### config.mk
export PLATFORM = sky130hd
export DESIGN_NAME = adc_host_ctrl
export DESIGN_NICKNAME = d
export VERILOG_FILES = /design/src/rtl/adc_host_pkg.sv /design/src/rtl/adc_tag_seq.sv /design/src/rtl/adc_evt_track.sv /design/src/rtl/adc_host_ctrl.sv
export SDC_FILE = /design/constraint.sdc
export NUM_CORES = 1
export LEC_CHECK = 0
export BUFFER_PORTS_ARGS = -buffer_cell sky130_fd_sc_hd__buf_2
export CORE_AREA = 2 2 157 159
export DETAILED_ROUTE_END_ITERATION = 8
export DIE_AREA = 0 0 159 161
export SYNTH_ARGS = -nofsm -noshare
export SYNTH_HDL_FRONTEND = slang
export SYNTH_HIERARCHICAL = 1
export SYNTH_SLANG_ARGS = --single-unit
### constraint.sdc
create_clock -name clk -period 3.6 [get_ports clk]
set_clock_uncertainty 0.2 [all_clocks]
set_input_delay 1.08 -clock clk [delete_from_list [all_inputs] [get_ports clk]]
set_output_delay 1.08 -clock clk [all_outputs]
set_load 0.05 [all_outputs]
### src/rtl/adc_host_pkg.sv
// Shared types for the parallel ADC host controller.
package adc_host_pkg;

    // Controller sequencing states.
    typedef enum logic [2:0] {
        ST_IDLE = 3'd0,
        ST_WRS  = 3'd1,   // configuration write strobe low
        ST_WRH  = 3'd2,   // write strobe released, chip select held
        ST_ACQ  = 3'd3,   // convert-start low, acquisition
        ST_WAIT = 3'd4,   // conversion running, waiting for a result
        ST_RD   = 3'd5,   // read strobe low
        ST_PUSH = 3'd6    // result offered on the stream
    } host_st_e;

endpackage

### src/rtl/adc_tag_seq.sv
// Channel tag sequencer.
// Holds the mask captured at cycle start and steps through its set bits
// in ascending order, one step per delivered result, wrapping to the lowest.
// Assumes load and advance are never asserted together.
module adc_tag_seq #(
    parameter int NCH  = 8,
    localparam int CH_W = (NCH > 1) ? $clog2(NCH) : 1
) (
    input  logic            clk,
    input  logic            rst_n,
    input  logic            load,
    input  logic [NCH-1:0]  mask_in,
    input  logic            advance,
    output logic [CH_W-1:0] chan
);

    logic [NCH-1:0]  mask_q;
    logic [CH_W-1:0] chan_q;
    logic [CH_W-1:0] low_in;
    logic [CH_W-1:0] low_q;
    logic [CH_W-1:0] next_q;

    // Lowest enabled channel of the incoming mask.
    always_comb begin
        low_in = '0;
        for (int i = NCH - 1; i >= 0; i--) begin
            if (mask_in[i]) low_in = CH_W'(i);
        end
    end

    // Next enabled channel above the current one, else the lowest.
    always_comb begin
        logic found;
        low_q = '0;
        for (int i = NCH - 1; i >= 0; i--) begin
            if (mask_q[i]) low_q = CH_W'(i);
        end
        next_q = low_q;
        found  = 1'b0;
        for (int i = 0; i < NCH; i++) begin
            if (!found && mask_q[i] && (i > int'(chan_q))) begin
                next_q = CH_W'(i);
                found  = 1'b1;
            end
        end
    end

    // Tag and mask registers.
    always_ff @(posedge clk) begin
        if (!rst_n) begin
            mask_q <= '0;
            chan_q <= '0;
        end else if (load) begin
            mask_q <= mask_in;
            chan_q <= low_in;
        end else if (advance) begin
            chan_q <= next_q;
        end
    end

    assign chan = chan_q;

    // The tag always names a channel enabled in the captured mask.
    p_tag_enabled_r5: assert property (@(posedge clk) disable iff (!rst_n)
        (|mask_q) |-> mask_q[chan_q]);

endmodule

### src/rtl/adc_evt_track.sv
// Conversion event tracker.
// Counts falling edges of the end-of-conversion line that are not yet read,
// and remembers that end-of-last-conversion was seen, while armed.
// Assumes the converter inputs are synchronous to clk.
module adc_evt_track #(
    parameter int NCH    = 8,
    localparam int PEND_W = $clog2(NCH + 1)
) (
    input  logic clk,
    input  logic rst_n,
    input  logic clear,
    input  logic armed,
    input  logic eoc_n,
    input  logic eolc_n,
    input  logic take,
    output logic pending,
    output logic last_seen
);

    logic              eoc_prev;
    logic [PEND_W-1:0] pend_q;
    logic              last_q;
    logic              fall;

    assign fall = armed && eoc_prev && !eoc_n;

    // Previous end-of-conversion level for edge detection.
    always_ff @(posedge clk) begin
        if (!rst_n) eoc_prev <= 1'b1;
        else        eoc_prev <= eoc_n;
    end

    // Unread result counter and last-result flag.
    always_ff @(posedge clk) begin
        if (!rst_n || clear) begin
            pend_q <= '0;
            last_q <= 1'b0;
        end else begin
            pend_q <= pend_q + PEND_W'(fall) - PEND_W'(take);
            if (armed && !eolc_n) last_q <= 1'b1;
        end
    end

    assign pending   = (pend_q != '0);
    assign last_seen = last_q;

    p_pend_bound_r4: assert property (@(posedge clk) disable iff (!rst_n)
        pend_q <= PEND_W'(NCH));
    p_take_nonempty_r4: assert property (@(posedge clk) disable iff (!rst_n)
        take |-> (pend_q != '0));

endmodule

### src/rtl/adc_host_ctrl.sv
// Parallel ADC host controller (top).
// Per start request: writes the channel mask, runs the acquisition window on
// convert-start, reads one result per end-of-conversion edge and streams it
// with a channel tag, finishing on end-of-last-conversion or a wait timeout.
// Bus strobes are decoded from the state register; converter inputs are
// assumed synchronous to clk.
module adc_host_ctrl
    import adc_host_pkg::*;
#(
    parameter int DATA_W = 14,
    parameter int NCH    = 8,
    parameter int ACQ_W  = 16,
    parameter int STB_W  = 4,
    parameter int TO_W   = 20,
    localparam int CH_W  = (NCH > 1) ? $clog2(NCH) : 1,
    localparam int CNT_W = (ACQ_W > STB_W) ? ACQ_W : STB_W
) (
    input  logic              clk,
    input  logic              rst_n,
    input  logic              start,
    input  logic [NCH-1:0]    cfg_mask,
    input  logic [ACQ_W-1:0]  cfg_acq,
    input  logic [STB_W-1:0]  cfg_strobe,
    input  logic [TO_W-1:0]   cfg_timeout,
    output logic              busy,
    output logic              err,
    output logic              bus_cs_n,
    output logic              bus_wr_n,
    output logic              bus_rd_n,
    output logic              bus_convst_n,
    output logic [NCH-1:0]    bus_dout,
    output logic              bus_doe,
    input  logic [DATA_W-1:0] bus_din,
    input  logic              eoc_n,
    input  logic              eolc_n,
    output logic              m_valid,
    input  logic              m_ready,
    output logic [DATA_W-1:0] m_data,
    output logic [CH_W-1:0]   m_chan
);

    host_st_e          state;
    logic [CNT_W-1:0]  cnt;
    logic [TO_W-1:0]   to_cnt;
    logic [NCH-1:0]    mask_q;
    logic [ACQ_W-1:0]  acq_q;
    logic [STB_W-1:0]  stb_q;
    logic [TO_W-1:0]   to_q;
    logic [DATA_W-1:0] data_q;
    logic              err_q;

    logic              accept;
    logic              armed;
    logic              take;
    logic              pending;
    logic              last_seen;
    logic              deliver;
    logic [CNT_W-1:0]  stb_load;
    logic [CNT_W-1:0]  acq_load;
    logic [TO_W-1:0]   to_last;

    assign accept  = (state == ST_IDLE) && start;
    assign armed   = (state == ST_WAIT) || (state == ST_RD) || (state == ST_PUSH);
    assign take    = (state == ST_WAIT) && pending;
    assign deliver = (state == ST_PUSH) && m_ready;

    // Effective counter loads with the minimum widths applied.
    always_comb begin
        stb_load = (stb_q == '0) ? '0 : CNT_W'(stb_q - STB_W'(1));
        acq_load = (acq_q < ACQ_W'(2)) ? CNT_W'(1) : CNT_W'(acq_q - ACQ_W'(1));
        to_last  = (to_q == '0) ? '0 : to_q - TO_W'(1);
    end

    // Sequencing state machine with its strobe and wait counters.
    always_ff @(posedge clk) begin
        if (!rst_n) begin
            state  <= ST_IDLE;
            cnt    <= '0;
            to_cnt <= '0;
            mask_q <= '0;
            acq_q  <= '0;
            stb_q  <= '0;
            to_q   <= '0;
            data_q <= '0;
            err_q  <= 1'b0;
        end else begin
            err_q <= 1'b0;
            unique case (state)
                ST_IDLE: begin
                    if (start) begin
                        mask_q <= cfg_mask;
                        acq_q  <= cfg_acq;
                        stb_q  <= cfg_strobe;
                        to_q   <= cfg_timeout;
                        cnt    <= (cfg_strobe == '0) ? '0
                                  : CNT_W'(cfg_strobe - STB_W'(1));
                        state  <= ST_WRS;
                    end
                end
                ST_WRS: begin
                    if (cnt == '0) state <= ST_WRH;
                    else           cnt   <= cnt - CNT_W'(1);
                end
                ST_WRH: begin
                    cnt   <= acq_load;
                    state <= ST_ACQ;
                end
                ST_ACQ: begin
                    if (cnt == '0) begin
                        to_cnt <= '0;
                        state  <= ST_WAIT;
                    end else begin
                        cnt <= cnt - CNT_W'(1);
                    end
                end
                ST_WAIT: begin
                    if (pending) begin
                        cnt   <= stb_load;
                        state <= ST_RD;
                    end else if (last_seen) begin
                        state <= ST_IDLE;
                    end else if (to_cnt == to_last) begin
                        err_q <= 1'b1;
                        state <= ST_IDLE;
                    end else begin
                        to_cnt <= to_cnt + TO_W'(1);
                    end
                end
                ST_RD: begin
                    if (cnt == '0) begin
                        data_q <= bus_din;
                        state  <= ST_PUSH;
                    end else begin
                        cnt <= cnt - CNT_W'(1);
                    end
                end
                ST_PUSH: begin
                    if (m_ready) begin
                        to_cnt <= '0;
                        state  <= ST_WAIT;
                    end
                end
                default: state <= ST_IDLE;
            endcase
        end
    end

    adc_evt_track #(.NCH(NCH)) u_evt (
        .clk      (clk),
        .rst_n    (rst_n),
        .clear    (accept),
        .armed    (armed),
        .eoc_n    (eoc_n),
        .eolc_n   (eolc_n),
        .take     (take),
        .pending  (pending),
        .last_seen(last_seen)
    );

    adc_tag_seq #(.NCH(NCH)) u_tag (
        .clk    (clk),
        .rst_n  (rst_n),
        .load   (accept),
        .mask_in(cfg_mask),
        .advance(deliver),
        .chan   (m_chan)
    );

    // Bus strobes and stream outputs decoded from the state register.
    always_comb begin
        bus_cs_n     = !((state == ST_WRS) || (state == ST_WRH) || (state == ST_RD));
        bus_wr_n     = (state != ST_WRS);
        bus_rd_n     = (state != ST_RD);
        bus_convst_n = (state != ST_ACQ);
        bus_doe      = (state == ST_WRS) || (state == ST_WRH);
        bus_dout     = mask_q;
        m_valid      = (state == ST_PUSH);
        m_data       = data_q;
        busy         = (state != ST_IDLE);
        err          = err_q;
    end

    p_hold_r6: assert property (@(posedge clk) disable iff (!rst_n)
        (m_valid && !m_ready) |=> (m_valid && $stable(m_data) && $stable(m_chan)));
    p_noread_stall_r6: assert property (@(posedge clk) disable iff (!rst_n)
        m_valid |-> bus_rd_n);
    p_convst_after_write_r3: assert property (@(posedge clk) disable iff (!rst_n)
        $fell(bus_convst_n) |-> ($past(!bus_cs_n && bus_doe && bus_wr_n) && bus_cs_n));
    p_convst_hold_r7: assert property (@(posedge clk) disable iff (!rst_n)
        (!bus_rd_n || m_valid) |-> bus_convst_n);
    p_err_idle_r9: assert property (@(posedge clk) disable iff (!rst_n)
        err |-> (!busy && $past(state == ST_WAIT)));

endmodule

---- Word-level counts from Yosys, hierarchy flattened ----
Index checks and enable logic that the tools add are counted.
operators by class
  equality and inequality tests ........... 21
  add/sub/neg operators ................... 8
  mux-type cells .......................... 55
  reductions and logical operators ........ 51
  divide/modulo/power cells ............... 0
  bitwise operators ....................... 2
  multipliers ............................. 0
  shift-type cells ........................ 0
  $lt $le $gt $ge ......................... 8
operators with widths
  operator                 number
  $mux W20                 6
  $mux W3                  33
  $mux W16                 6
  $pmux W16 S4             1
  $pmux W20 S3             1
  $sub A16 B1 Y16 const B  2
  $pmux W3 S7              1
  $add A20 B1 Y20 const B  1
  $eq A20 B20 Y1           1
  $logic_not A20 Y1        1
  $sub A20 B1 Y20 const B  1
  $logic_and A1 B1 Y1      19
  $logic_not A16 Y1        1
  $lt A16 B2 Y1 const B    1
  $ne A2 B2 Y1 const B     8
  $gt A3 B3 Y1 const A     4
  $reduce_and A6 Y1        2
  $logic_not A1 Y1         10
  $sub A4 B1 Y5 const B    2
  $eq A3 B3 Y1 const B     3
  $logic_not A4 Y1         2
  $reduce_bool A4 Y1       2
  $mux W1                  7
  $eq A3 B2 Y1 const B     2
  19 further kinds         28
storage, ports and cells
  output and inout bits ................... 33
  memory bits (writable) .................. 0
  memories ................................ 0
  register bits after elaboration ......... 119
  ROM bits ................................ 0
  bits in latches ......................... 0

---- Depth between registers and ports, before layout ----
Gate-level depths: netlist of the first run.
  word-level depth ........................ 29
  depth in mapped cells ................... 14
  depth with buffers taken out ............ 11

---- By module ----
Netlist of the first run, hierarchy kept.
by module, submodules not included
  module         cells each  area an instance (sq um)  instances
  adc_host_ctrl  763         5885.6                    1
  adc_tag_seq    108         834.6                     1
  adc_evt_track  37          331.6                     1

---- Worst setup path before layout of the first run ----
No wires, ideal clock.
  path type ............................... reg-to-output
  from .................................... register state[1]
  to ...................................... output bus_cs_n
  stages on the path, launching flop included .. 6
  buffers on the path ..................... 2
  arrival ................................. 2.015 ns
  slack ................................... 0.305 ns
  cells stage by stage .................... dfxtp_1 -> clkbuf_1 -> clkbuf_1 -> xnor2_1 -> nor2_1 -> a21oi_1
on the way
  longest elaborated chain between the ends .. 4
  elaborated cells on any way between the ends .. 6
  classes of those cells .................. eq/ne: 3; reduce/logical: 3
ends and longest elaborated chain
  what                                          RTL line              text
  from (decl)                                   adc_host_ctrl.sv:42   host_st_e state;
  from (signal assigned)                        adc_host_ctrl.sv:77   state <= ST_IDLE;
  from (signal assigned)                        adc_host_ctrl.sv:97   state <= ST_WRS;
  from (signal assigned)                        adc_host_ctrl.sv:101  if (cnt == '0) state <= ST_WRH;
  $eq A3 B1 Y1 or $eq A3 B2 Y1 (tied branches)  --
  $logic_or A1 B1 Y1 *                          --
  named net bus_doe                             adc_host_ctrl.sv:32   output logic bus_doe,
  $logic_or A1 B1 Y1 *                          adc_host_ctrl.sv:171  bus_cs_n = !((state == ST_WRS) || (state == ST_WRH) || (state == ST_RD));
  $logic_not A1 Y1 *                            adc_host_ctrl.sv:171
  to (decl)                                     adc_host_ctrl.sv:27   output logic bus_cs_n,
Mark *: on every way through the listed nets, which the timed path passes. The rest lies on a longest branch.

---- Final worst setup path of the first run ----
  from .................................... register to_q[0]
  to ...................................... register to_cnt[16]
on the way
  longest elaborated chain between the ends .. 5
  elaborated cells on any way between the ends .. 6
  classes of those cells .................. add/sub: 1; eq/ne: 2; mux: 1; reduce/logical: 2
ends and longest elaborated chain
  what                                                  RTL line              text
  from (decl)                                           adc_host_ctrl.sv:48   logic [TO_W-1:0] to_q;
  from (signal assigned)                                adc_host_ctrl.sv:94   to_q <= cfg_timeout;
  $sub A20 B1 Y20 or $logic_not A20 Y1 (tied branches)  adc_host_ctrl.sv:71   to_last = (to_q == '0) ? '0 : to_q - TO_W'(1);
  $mux W20 *                                            adc_host_ctrl.sv:71
  $eq A20 B20 Y1 *                                      adc_host_ctrl.sv:122  end else if (to_cnt == to_last) begin
  $ne A2 B2 Y1 (no line) *                              --
  $reduce_and A6 Y1 (no line) *                         --
  to (signal assigned)                                  adc_host_ctrl.sv:126  to_cnt <= to_cnt + TO_W'(1);
  to (decl)                                             adc_host_ctrl.sv:44   logic [TO_W-1:0] to_cnt;
Mark *: on every way between the ends. The rest lies on a longest branch, timed or not.
A chain may end at the register's enable or synchronous reset.

==> results.json, run 1 <==
{
  "drt_iter0_drc": 387,
  "setup_slack_ns": 0.242,
  "p_leak_nw": 3.23,
  "status": "completed",
  "reg2reg_slack_ns": 0.24,
  "layout_min_cycle_time_ns": 3.36,
  "rr_startpoint": "to_q[0]$_SDFFE_PN0P_",
  "worstMarginPinSlew_ns": 0.651,
  "grt_first_pass_wirelength_mm": 31.5,
  "ant_nets": 0,
  "p_comb_frac": 0.406,
  "synth_cell_types": 84,
  "gp_congestion": 0.896,
  "p_per_area_nw_per_um2": 711,
  "rows": 57,
  "slowest_delay_ns": 0.51,
  "switchingPower_mw": 2.43,
  "boundaryPins": 101,
  "timing.fmax_mhz": 298,
  "cts_buffer_depth": 2,
  "yosys-top-cells-area": "dfxtp_1 (34%), nand2_1 (8.8%), a21boi_0 (7.2%)",
  "syn-mean-instance-area_um2": 7.77,
  "p_int_mw": 3.61,
  "worstPathMaxFanout": 35,
  "crit_chain": "inv_1, ha_1, nor3b_4, and4_1, nand2_1, and3_1, o21ai_1, o21ai_0, and4bb_4, buf_12, or4_1, a21oi_1",
  "seq_area_um2": 2380,
  "hp-start": "m_data[5]$_SDFFE_PN0P_",
  "critPathLaunchType": "flop",
  "nets": 1071,
  "synthCells": 908,
  "grt_use_total": 0.149,
  "endpoint_kind": "flop",
  "core-area_um2": 24000,
  "period_share": 0.933,
  "yosys.area_share.xor_xnor": 0.0435,
  "pre_cts_slack_ns": 0.112,
  "critPathRequiredTime_ns": 3.75,
  "synthSimpleGateAreaFrac": 0.288,
  "die_area_um2": 25600,
  "drive_gt1_frac": 0.178,
  "cts_made_buffers": 17,
  "whs_endpoint": "m_data[5]$_SDFFE_PN0P_",
  "maxCapViolations": 0,
  "arrival_ns": 3.51,
  "yosysTopAreaCell": "dfxtp_1",
  "synth_flop_cell": "dfxtp_1",
  "synthAdderAreaFrac": 0.0188,
  "fillers": 2577,
  "synthMuxAreaShare": 0.0192,
  "hpwlAfterDp_mm": 13.7,
  "ir_worst_vdd_uv": 252,
  "slowest_stage": "or4_1",
  "crit_family": "simple AND/OR/NAND/NOR gates",
  "synthesis.area_um2": 7050,
  "ys_top_cells_by_count": "nand2_1 (166), dfxtp_1 (119), a21boi_0 (68), nor2_1 (64), o21ai_0 (50)",
  "initial_core_util": 0.294,
  "synth_compound_area_frac": 0.241,
  "cp_num_buf_inv": 2,
  "overflow": 0,
  "final_hold_viol_count": 0,
  "h-tree-depth": 4,
  "cts_tree": "done",
  "die_y_um": 161,
  "vias": 6705,
  "p_sw_frac": 0.402,
  "synth-edff-count": 0,
  "area_growth_syn_to_layout_pct": 20.4,
  "post-route-util": 0.354,
  "pwr-share-clk": 0.301,
  "clkTransAtPathRegs_ns": 0.06,
  "routed_via_density": 5.04,
  "fin_cells": 1331,
  "async_flop_share": 0,
  "holdPathStages": 2,
  "antenna_found_initial": 1,
  "io_buffers": 100,
  "pwr-share-seq": 0.293,
  "cts.sinks": 119,
  "grt_max_degree": 67,
  "setup_violations": 0,
  "r2r_end": "to_cnt[16]$_SDFFE_PN0P_",
  "reg2reg_depth": 12,
  "fp.dieW_um": 159,
  "synth-seq-area-share": 0.338,
  "yosys_warnings": 6,
  "firstDrtPassIters": 5,
  "crit_type": "reg2reg",
  "drc": 0,
  "ys_ff_latch": 119,
  "syn_nets": 986,
  "grt_pass1_vias": 6235,
  "clk_latency_ns": 0.42,
  "setup_tns_ns": 0,
  "slew_violations": 0,
  "drt-total-wl_mm": 19.0,
  "wl_per_cell_um": 14.3,
  "root_buffer": "clkbuf_16",
  "synth.most_common_cell": "nand2_1",
  "ctsHoldBuffers": 0,
  "min_path_type": "reg2reg",
  "relSlewSlack": 0.565,
  "dp_cells": 1295,
  "synth_top_family_by_area": "simple AND/OR/NAND/NOR gates",
  "multi_input_area_um2": 4310,
  "synth_top_area_frac": 0.338
}
registers in the layout, summed over array words and instances (netlist names):
name,flops
bus_dout,8
stb_q,4
cnt,16
u_tag/chan,3
u_evt/pend_q,4
to_q,20
u_evt/eoc_prev,1
u_evt/last_seen,1
u_tag/mask_q,8
to_cnt,20
acq_q,16
m_data,14
state,3
err,1
tightest hold or removal path, stage by stage, from the launching register on:
cell and delay [ns]:
dfxtp_1 0.31, nand2_1 0.05, a21boi_0 0.06
kinds of logic after synthesis:
| group | count (synthesis) |
|---|---|
| AOI/OAI and AO/OA | 247 |
| xor gates and xnor gates | 35 |
| adders and majority gates | 10 |
| buffers and inverters | 82 |
| DFF | 119 |
| muxes | 13 |
| and+or+nand+nor | 402 |
layout by cell type (no fill, tap or decap), types with 5 or more instances in the layout:
master / instances
nand4_1: 14
nand2_1: 165
ha_1: 9
xnor2_1: 17
and3_1: 7
a21boi_0: 68
nor2b_1: 19
a21oi_1: 32
o31ai_1: 9
a21o_1: 5
mux2i_1: 12
o22ai_1: 10
buf_4: 14
nand3_1: 24
or3_1: 14
buf_2: 100
inv_1: 31
or4_1: 8
nor3_1: 22
dfxtp_1: 119
xor2_1: 18
nor4_2: 5
clkbuf_16: 17
o21ai_2: 5
o211ai_1: 5
a21oi_2: 6
and2_1: 6
nand2b_1: 11
nor4_1: 12
o21ai_0: 50
a22oi_1: 8
nor2_1: 64
cell type report:
| type | instances | share of cell area |
|---|---|---|
| inverters | 32 | 0.0141 |
| well taps | 324 | 0.0477 |
| diodes | 1 | 0.000295 |
| clock inverters | 14 | 0.0236 |
| flip-flops and latches | 119 | 0.280 |
| multi-input cells | 707 | 0.507 |
| clock buffers | 18 | 0.0505 |
| repair buffers | 116 | 0.0760 |
how the worst max path moves through the flow:
stage	start	to	slack, ns	cells past startpoint
floorplan	state[1]$_SDFFE_PN0P_	bus_cs_n	0.30	5
global route	to_q[0]$_SDFFE_PN0P_	to_cnt[4]$_SDFFE_PN0P_	-0.003	12
detailed placement	to_q[0]$_SDFFE_PN0P_	to_cnt[4]$_SDFFE_PN0P_	0.11	12
finish	to_q[0]$_SDFFE_PN0P_	to_cnt[16]$_SDFFE_PN0P_	0.24	12
CTS	to_q[0]$_SDFFE_PN0P_	to_cnt[16]$_SDFFE_PN0P_	0.09	12
global placement	to_q[0]$_SDFFE_PN0P_	to_cnt[9]$_SDFFE_PN0P_	0.23	12
power groups by stage:
stage | Sequential, mW | Clock, mW | Combinational [mW]
2_1_floorplan | 1.76 | 0 | 1.86
5_1_grt | 1.81 | 1.93 | 2.72
3_3_place_gp | 1.79 | 0 | 2.40
6_report | 1.77 | 1.82 | 2.45
3_5_place_dp | 1.79 | 0 | 2.41
4_1_cts | 1.76 | 1.87 | 2.43
routing by layer:
metal	up-vias	global-route usage	wire, um
met3	19	0.0339	612
met2	121	0.256	9450
li1	3407	-	-
met5	-	0	0
met4	0	0.0438	243
met1	3158	0.186	8700
what timing repair did:
action / CTS / global route
buffers inserted: 0 / 3
resized for setup: 0 / 1
setup endpoints to repair: 0 / 18
metrics by stage:
| stage | hold WS (ns) | total power, mW | instance area, um^2 |
|---|---|---|---|
| 5_1_grt | 0.279 | 6.46 | 8490 |
| 2_1_floorplan | 0.248 | 3.62 | 7050 |
| 6_report | 0.259 | 6.04 | 8490 |
| 3_3_place_gp | 0.246 | 4.19 | 7830 |
| 4_1_cts | 0.262 | 6.06 | 8460 |
| 3_5_place_dp | 0.253 | 4.20 | 7830 |
No activity file was read; power rests on OpenSTA's default activity.
==> run 2, diff against run 1 <==
- CORE_AREA: 2 2 157 159 -> 2 2 154 156
- DIE_AREA: 0 0 159 161 -> 0 0 156 158
- GPL_TIMING_DRIVEN: default -> 0
- SYNTH_HIERARCHICAL: 1 -> default
==> results.json, run 2 <==
{
  "synthMuxAreaShare": 0.0303,
  "io_buffers": 99,
  "clkTransAtPathRegs_ns": 0.08,
  "timing.fmax_mhz": 287,
  "synth_top_area_frac": 0.328,
  "syn-mean-instance-area_um2": 7.72,
  "root_buffer": "clkbuf_16",
  "core-area_um2": 23100,
  "yosys_warnings": 0,
  "slew_violations": 0,
  "ir_worst_vdd_uv": 299,
  "cts_tree": "done",
  "reg_top3": "to_cnt (20), to_q (20)",
  "layout_min_cycle_time_ns": 3.49,
  "setup_violations": 0,
  "maxCapViolations": 0,
  "yosysTopAreaCell": "dfxtp_1",
  "worstPathMaxFanout": 10,
  "final_cell_mix": "nand2_1 (148), dfxtp_1 (111), buf_2 (103)",
  "grt_max_degree": 21,
  "ant_nets": 0,
  "area_growth_syn_to_layout_pct": 18.5,
  "synth-seq-area-share": 0.328,
  "setup_tns_ns": 0,
  "ctsHoldBuffers": 0,
  "fin_cells": 1292,
  "boundaryPins": 101,
  "critPathRequiredTime_ns": 3.60,
  "wl_per_cell_um": 15.1,
  "vias": 6548,
  "layout_commonest_cell": "nand2_1",
  "grt_setup_unrepaired": "true",
  "synthCells": 877,
  "power.total_mw": 4.97,
  "yosys.area_share.xor_xnor": 0.0630,
  "synthSimpleGateAreaFrac": 0.315,
  "h-tree-depth": 3,
  "status": "completed",
  "dp_cells": 1266,
  "ys_top_cells_by_count": "nand2_1 (148), dfxtp_1 (111), nor2_1 (81), a21boi_0 (53), clkbuf_1 (39)",
  "synth.most_common_cell": "nand2_1",
  "arrival_ns": 3.49,
  "final_hold_viol_count": 0,
  "endpoint_kind": "flop",
  "initial_core_util": 0.294,
  "antenna_found_initial": 3,
  "setup_slack_ns": 0.110,
  "crit_type": "reg2reg",
  "multi_input_area_um2": 4290,
  "hpwlAfterDp_mm": 14.8,
  "synth_flop_cell": "dfxtp_1",
  "pre_cts_slack_ns": -0.182,
  "syn_nets": 955,
  "yosys-top-cells-area": "dfxtp_1 (33%), nand2_1 (8.2%), a21boi_0 (5.9%)",
  "period_share": 0.969,
  "p_per_area_nw_per_um2": 619,
  "routed_via_density": 5.07,
  "die_y_um": 158,
  "firstDrtPassIters": 5,
  "synth-edff-count": 0,
  "gp_congestion": 0.848,
  "fp.dieW_um": 156,
  "p_leak_nw": 3.05,
  "fillers": 2434,
  "synthAdderAreaFrac": 0.0196,
  "clk_latency_ns": 0.37,
  "synth_compound_area_frac": 0.200,
  "synth_top_family_by_area": "simple AND/OR/NAND/NOR gates",
  "overflow": 0,
  "grt_pass1_vias": 6225,
  "cts.sinks": 111,
  "worstMarginPinSlew_ns": 0.694,
  "grt_use_total": 0.160,
  "cts_made_buffers": 9,
  "grt_first_pass_wirelength_mm": 31.3,
  "nets": 1072,
  "die_area_um2": 24600,
  "seq_area_um2": 2220,
  "drt_iter0_drc": 344,
  "drc": 0,
  "min_path_type": "reg2reg",
  "async_flop_share": 0,
  "cts_buffer_depth": 2,
  "synthesis.area_um2": 6770,
  "critPathLaunchType": "flop",
  "drive_gt1_frac": 0.154,
  "rows": 56,
  "relSlewSlack": 0.537,
  "ys_ff_latch": 111,
  "drt-total-wl_mm": 19.5,
  "synth_cell_types": 78
}
-- run 2: what timing repair did --
| item | CTS | global route |
|---|---|---|
| pin swaps | 0 | 5 |
| setup endpoints to repair | 3 | 7 |
| resized for setup | 2 | 7 |
| hold endpoints to repair | 0 | 0 |
| setup buffers | 2 | 5 |
-- run 2: path summary, 6_finish.rpt --
kind | start | end | slack, ns | cells after the start
worst max-delay path | to_q[0]$_SDFFE_PN0P_ | err$_SDFF_PP0_ | 0.11 | 10
worst min-delay path | acq_q[9]$_SDFFE_PN0P_ | acq_q[9]$_SDFFE_PN0P_ | 0.29 | 2
worst max register to register | to_q[0]$_SDFFE_PN0P_ | err$_SDFF_PP0_ | 0.11 | 10
worst min register to register | acq_q[9]$_SDFFE_PN0P_ | acq_q[9]$_SDFFE_PN0P_ | 0.29 | 2
-- run 2: stage by stage --
stage	util	instance area [um^2]	hold slack, ns
detailed placement	0.331	7630	0.285
global route	0.348	8010	0.337
floorplan	-	6770	0.257
global placement	0.331	7630	0.277
CTS	0.345	7950	0.296
finish	0.348	8020	0.291
-- run 2: worst max-delay path, stage by stage, from the launching register on --
cell	delay [ns]
dfxtp_1	0.37
inv_1	0.08
ha_2	0.21
nor3b_4	0.31
nand3_2	0.16
or4_1	0.49
o211ai_1	0.12
nand4_1	0.18
and4bb_2	0.37
nand4_4	0.19
nor4_1	0.63
-- run 2: layout make-up --
type / instances / area share
flip-flops and latches: 111 / 0.277
plain buffers: 47 / 0.0254
clock buffers: 9 / 0.0281
multi-input cells: 694 / 0.535
well taps: 290 / 0.0452
repair buffers: 106 / 0.0683
diodes: 3 / 0.000936
inverters: 25 / 0.0117
clock inverters: 7 / 0.00811
-- run 2: power by group --
part	switching [mW]	total, mW	internal, mW
registers	0.197	1.58	1.38
clock network	0.528	1.01	0.486
logic	1.48	2.38	0.899
-- run 2: cell families after synthesis --
group | count (synthesis)
AOI/OAI and AO/OA | 199
xor gates and xnor gates | 47
adders and majority gates | 10
buffers and inverters | 72
DFF | 111
muxes | 20
and+or+nand+nor | 418
-- run 2: layer usage --
layer / GRT usage / wire, um
met1: 0.205 / 9010
met2: 0.274 / 9460
met3: 0.0304 / 760
met4: 0.0476 / 282
met5: 0 / 0
==> run 3, diff against run 2 <==
- CORE_AREA: 2 2 154 156 -> 2 2 143 145
- DIE_AREA: 0 0 156 158 -> 0 0 145 147
==> results.json, run 3 (synthesis results as in run 2) <==
{
  "gp_congestion": 0.841,
  "root_buffer": "clkbuf_16",
  "min_path_type": "reg2reg",
  "p_int_mw": 2.77,
  "multi_input_area_um2": 4300,
  "hpwlAfterDp_mm": 14.4,
  "relSlewSlack": 0.514,
  "reg2reg_depth": 13,
  "holdPathStages": 2,
  "reg_top3": "to_cnt (20), to_q (20)",
  "vias": 6528,
  "die_y_um": 147,
  "crit_type": "reg2reg",
  "p_leak_nw": 3.07,
  "hp-start": "acq_q[9]$_SDFFE_PN0P_",
  "initial_core_util": 0.341,
  "timing.fmax_mhz": 295,
  "h-tree-depth": 3,
  "pwr-share-seq": 0.317,
  "p_comb_frac": 0.483,
  "seq_area_um2": 2220,
  "antenna_found_initial": 3,
  "area_growth_syn_to_layout_pct": 18.4,
  "ant_nets": 0,
  "cts_tree": "done",
  "drive_gt1_frac": 0.156,
  "final_cell_mix": "nand2_1 (148), dfxtp_1 (111), buf_2 (103)",
  "layout_commonest_cell": "nand2_1",
  "slew_violations": 0,
  "grt_pass1_vias": 6261,
  "drt-total-wl_mm": 18.9,
  "whs_endpoint": "acq_q[9]$_SDFFE_PN0P_",
  "fin_cells": 1273,
  "drt_iter0_drc": 299,
  "core-area_um2": 19800,
  "reg2reg_slack_ns": 0.21,
  "pwr-share-clk": 0.200,
  "arrival_ns": 3.45,
  "nets": 1076,
  "maxCapViolations": 0,
  "final_hold_viol_count": 0,
  "p_sw_frac": 0.442,
  "die_area_um2": 21300,
  "grt_use_total": 0.179,
  "rows": 52,
  "critPathRequiredTime_ns": 3.66,
  "cts_buffer_depth": 2,
  "grt_max_degree": 20,
  "cts_made_buffers": 9,
  "cts.sinks": 111,
  "insertedDiodeCount": 0,
  "clk_latency_ns": 0.37,
  "fp.dieW_um": 145,
  "hold_ws_ns": 0.283,
  "ir_worst_vdd_uv": 280,
  "drc": 0,
  "r2r_end": "state[2]$_SDFFE_PN0P_",
  "rr_startpoint": "to_q[0]$_SDFFE_PN0P_",
  "critPathLaunchType": "flop",
  "status": "completed",
  "setup_violations": 0,
  "io_buffers": 99,
  "grt_first_pass_wirelength_mm": 31.3,
  "worstMarginPinSlew_ns": 0.723,
  "firstDrtPassIters": 7,
  "ctsHoldBuffers": 0,
  "dp_cells": 1246,
  "endpoint_kind": "flop",
  "wl_per_cell_um": 14.9,
  "p_per_area_nw_per_um2": 621,
  "fillers": 2160,
  "routed_via_density": 5.13,
  "boundaryPins": 101,
  "overflow": 0,
  "clkTransAtPathRegs_ns": 0.08,
  "layout_min_cycle_time_ns": 3.39,
  "switchingPower_mw": 2.20,
  "period_share": 0.943,
  "worstPathMaxFanout": 9
}
==> run 3: changes by cell type in the layout (fill, tap and decap cells not counted), moves of 2 or more <==
cell	delta
buf_4	+4
clkinv_4	+3
diode_2	-3
clkinvlp_4	-2
==> run 3: what timing repair did <==
| action | CTS | global route |
|---|---|---|
| gates cloned | 0 | 0 |
| resized for setup | 2 | 7 |
| setup buffers | 2 | 9 |
| pin swaps | 0 | 7 |
| endpoints found under the setup margin | 6 | 6 |
==> run 3: stage by stage <==
stage	power, mW	TNS [ns]	utilization	worst slack (ns)	instance area (um^2)
after floorplan	3.33	0	-	0.360	6770
after global placement	3.89	-0.274	0.383	-0.164	7600
after detailed placement	3.90	-0.307	0.383	-0.195	7600
after CTS	4.94	0	0.399	0.00524	7910
after global routing	5.35	-0.0108	0.404	-0.0108	8020
final	4.98	0	0.404	0.207	8020
==> run 3: layout make-up <==
cell class / count / area share
clock inverter: 6 / 0.00655
tap: 270 / 0.0421
clock buffer: 10 / 0.0286
sequential: 111 / 0.277
buffer: 47 / 0.0254
inverter: 25 / 0.0117
timing repair buffer: 110 / 0.0721
multi-input combinational: 694 / 0.536
==> run 3: how the worst max path moves through the flow <==
| stage | start | end | slack (ns) | cells after the start |
|---|---|---|---|---|
| 3_5_place_dp | to_q[0]$_SDFFE_PN0P_ | to_cnt[13]$_SDFFE_PN0P_ | -0.19 | 14 |
| 3_3_place_gp | to_q[0]$_SDFFE_PN0P_ | to_cnt[13]$_SDFFE_PN0P_ | -0.16 | 14 |
| 4_1_cts | to_q[5]$_SDFFE_PN0P_ | to_cnt[13]$_SDFFE_PN0P_ | 0.005 | 13 |
| 6_report | to_q[0]$_SDFFE_PN0P_ | state[2]$_SDFFE_PN0P_ | 0.21 | 13 |
| 5_1_grt | to_q[0]$_SDFFE_PN0P_ | to_cnt[15]$_SDFFE_PN0P_ | -0.01 | 14 |
| 2_1_floorplan | to_q[0]$_SDFFE_PN0P_ | to_cnt[13]$_SDFFE_PN0P_ | 0.36 | 14 |
==> run 3: worst max-delay path, cell delays in order, from the launching register on <==
cell	delay [ns]
dfxtp_1	0.38
inv_1	0.08
ha_1	0.21
nor3b_4	0.32
nand3_2	0.15
or2_1	0.24
buf_2	0.18
mux2i_1	0.18
nand4_1	0.17
and4bb_2	0.38
nand4_4	0.17
a211o_1	0.33
a221oi_2	0.23
nor2b_1	0.06
==> run 3: power by group through the flow <==
stage | Sequential, mW | Clock [mW] | Combinational [mW]
global route | 1.60 | 1.07 | 2.68
finish | 1.58 | 0.995 | 2.41
floorplan | 1.61 | 0 | 1.72
CTS | 1.57 | 1.03 | 2.34
detailed placement | 1.60 | 0 | 2.30
global placement | 1.60 | 0 | 2.29
==> run 3: routing by layer <==
layer / wire [um] / vias to the layer above / track usage
met5: 35 / - / 0
met4: 388 / 6 / 0.0683
met3: 820 / 30 / 0.0286
met2: 9040 / 120 / 0.311
met1: 8660 / 3050 / 0.224
li1: - / 3322 / -
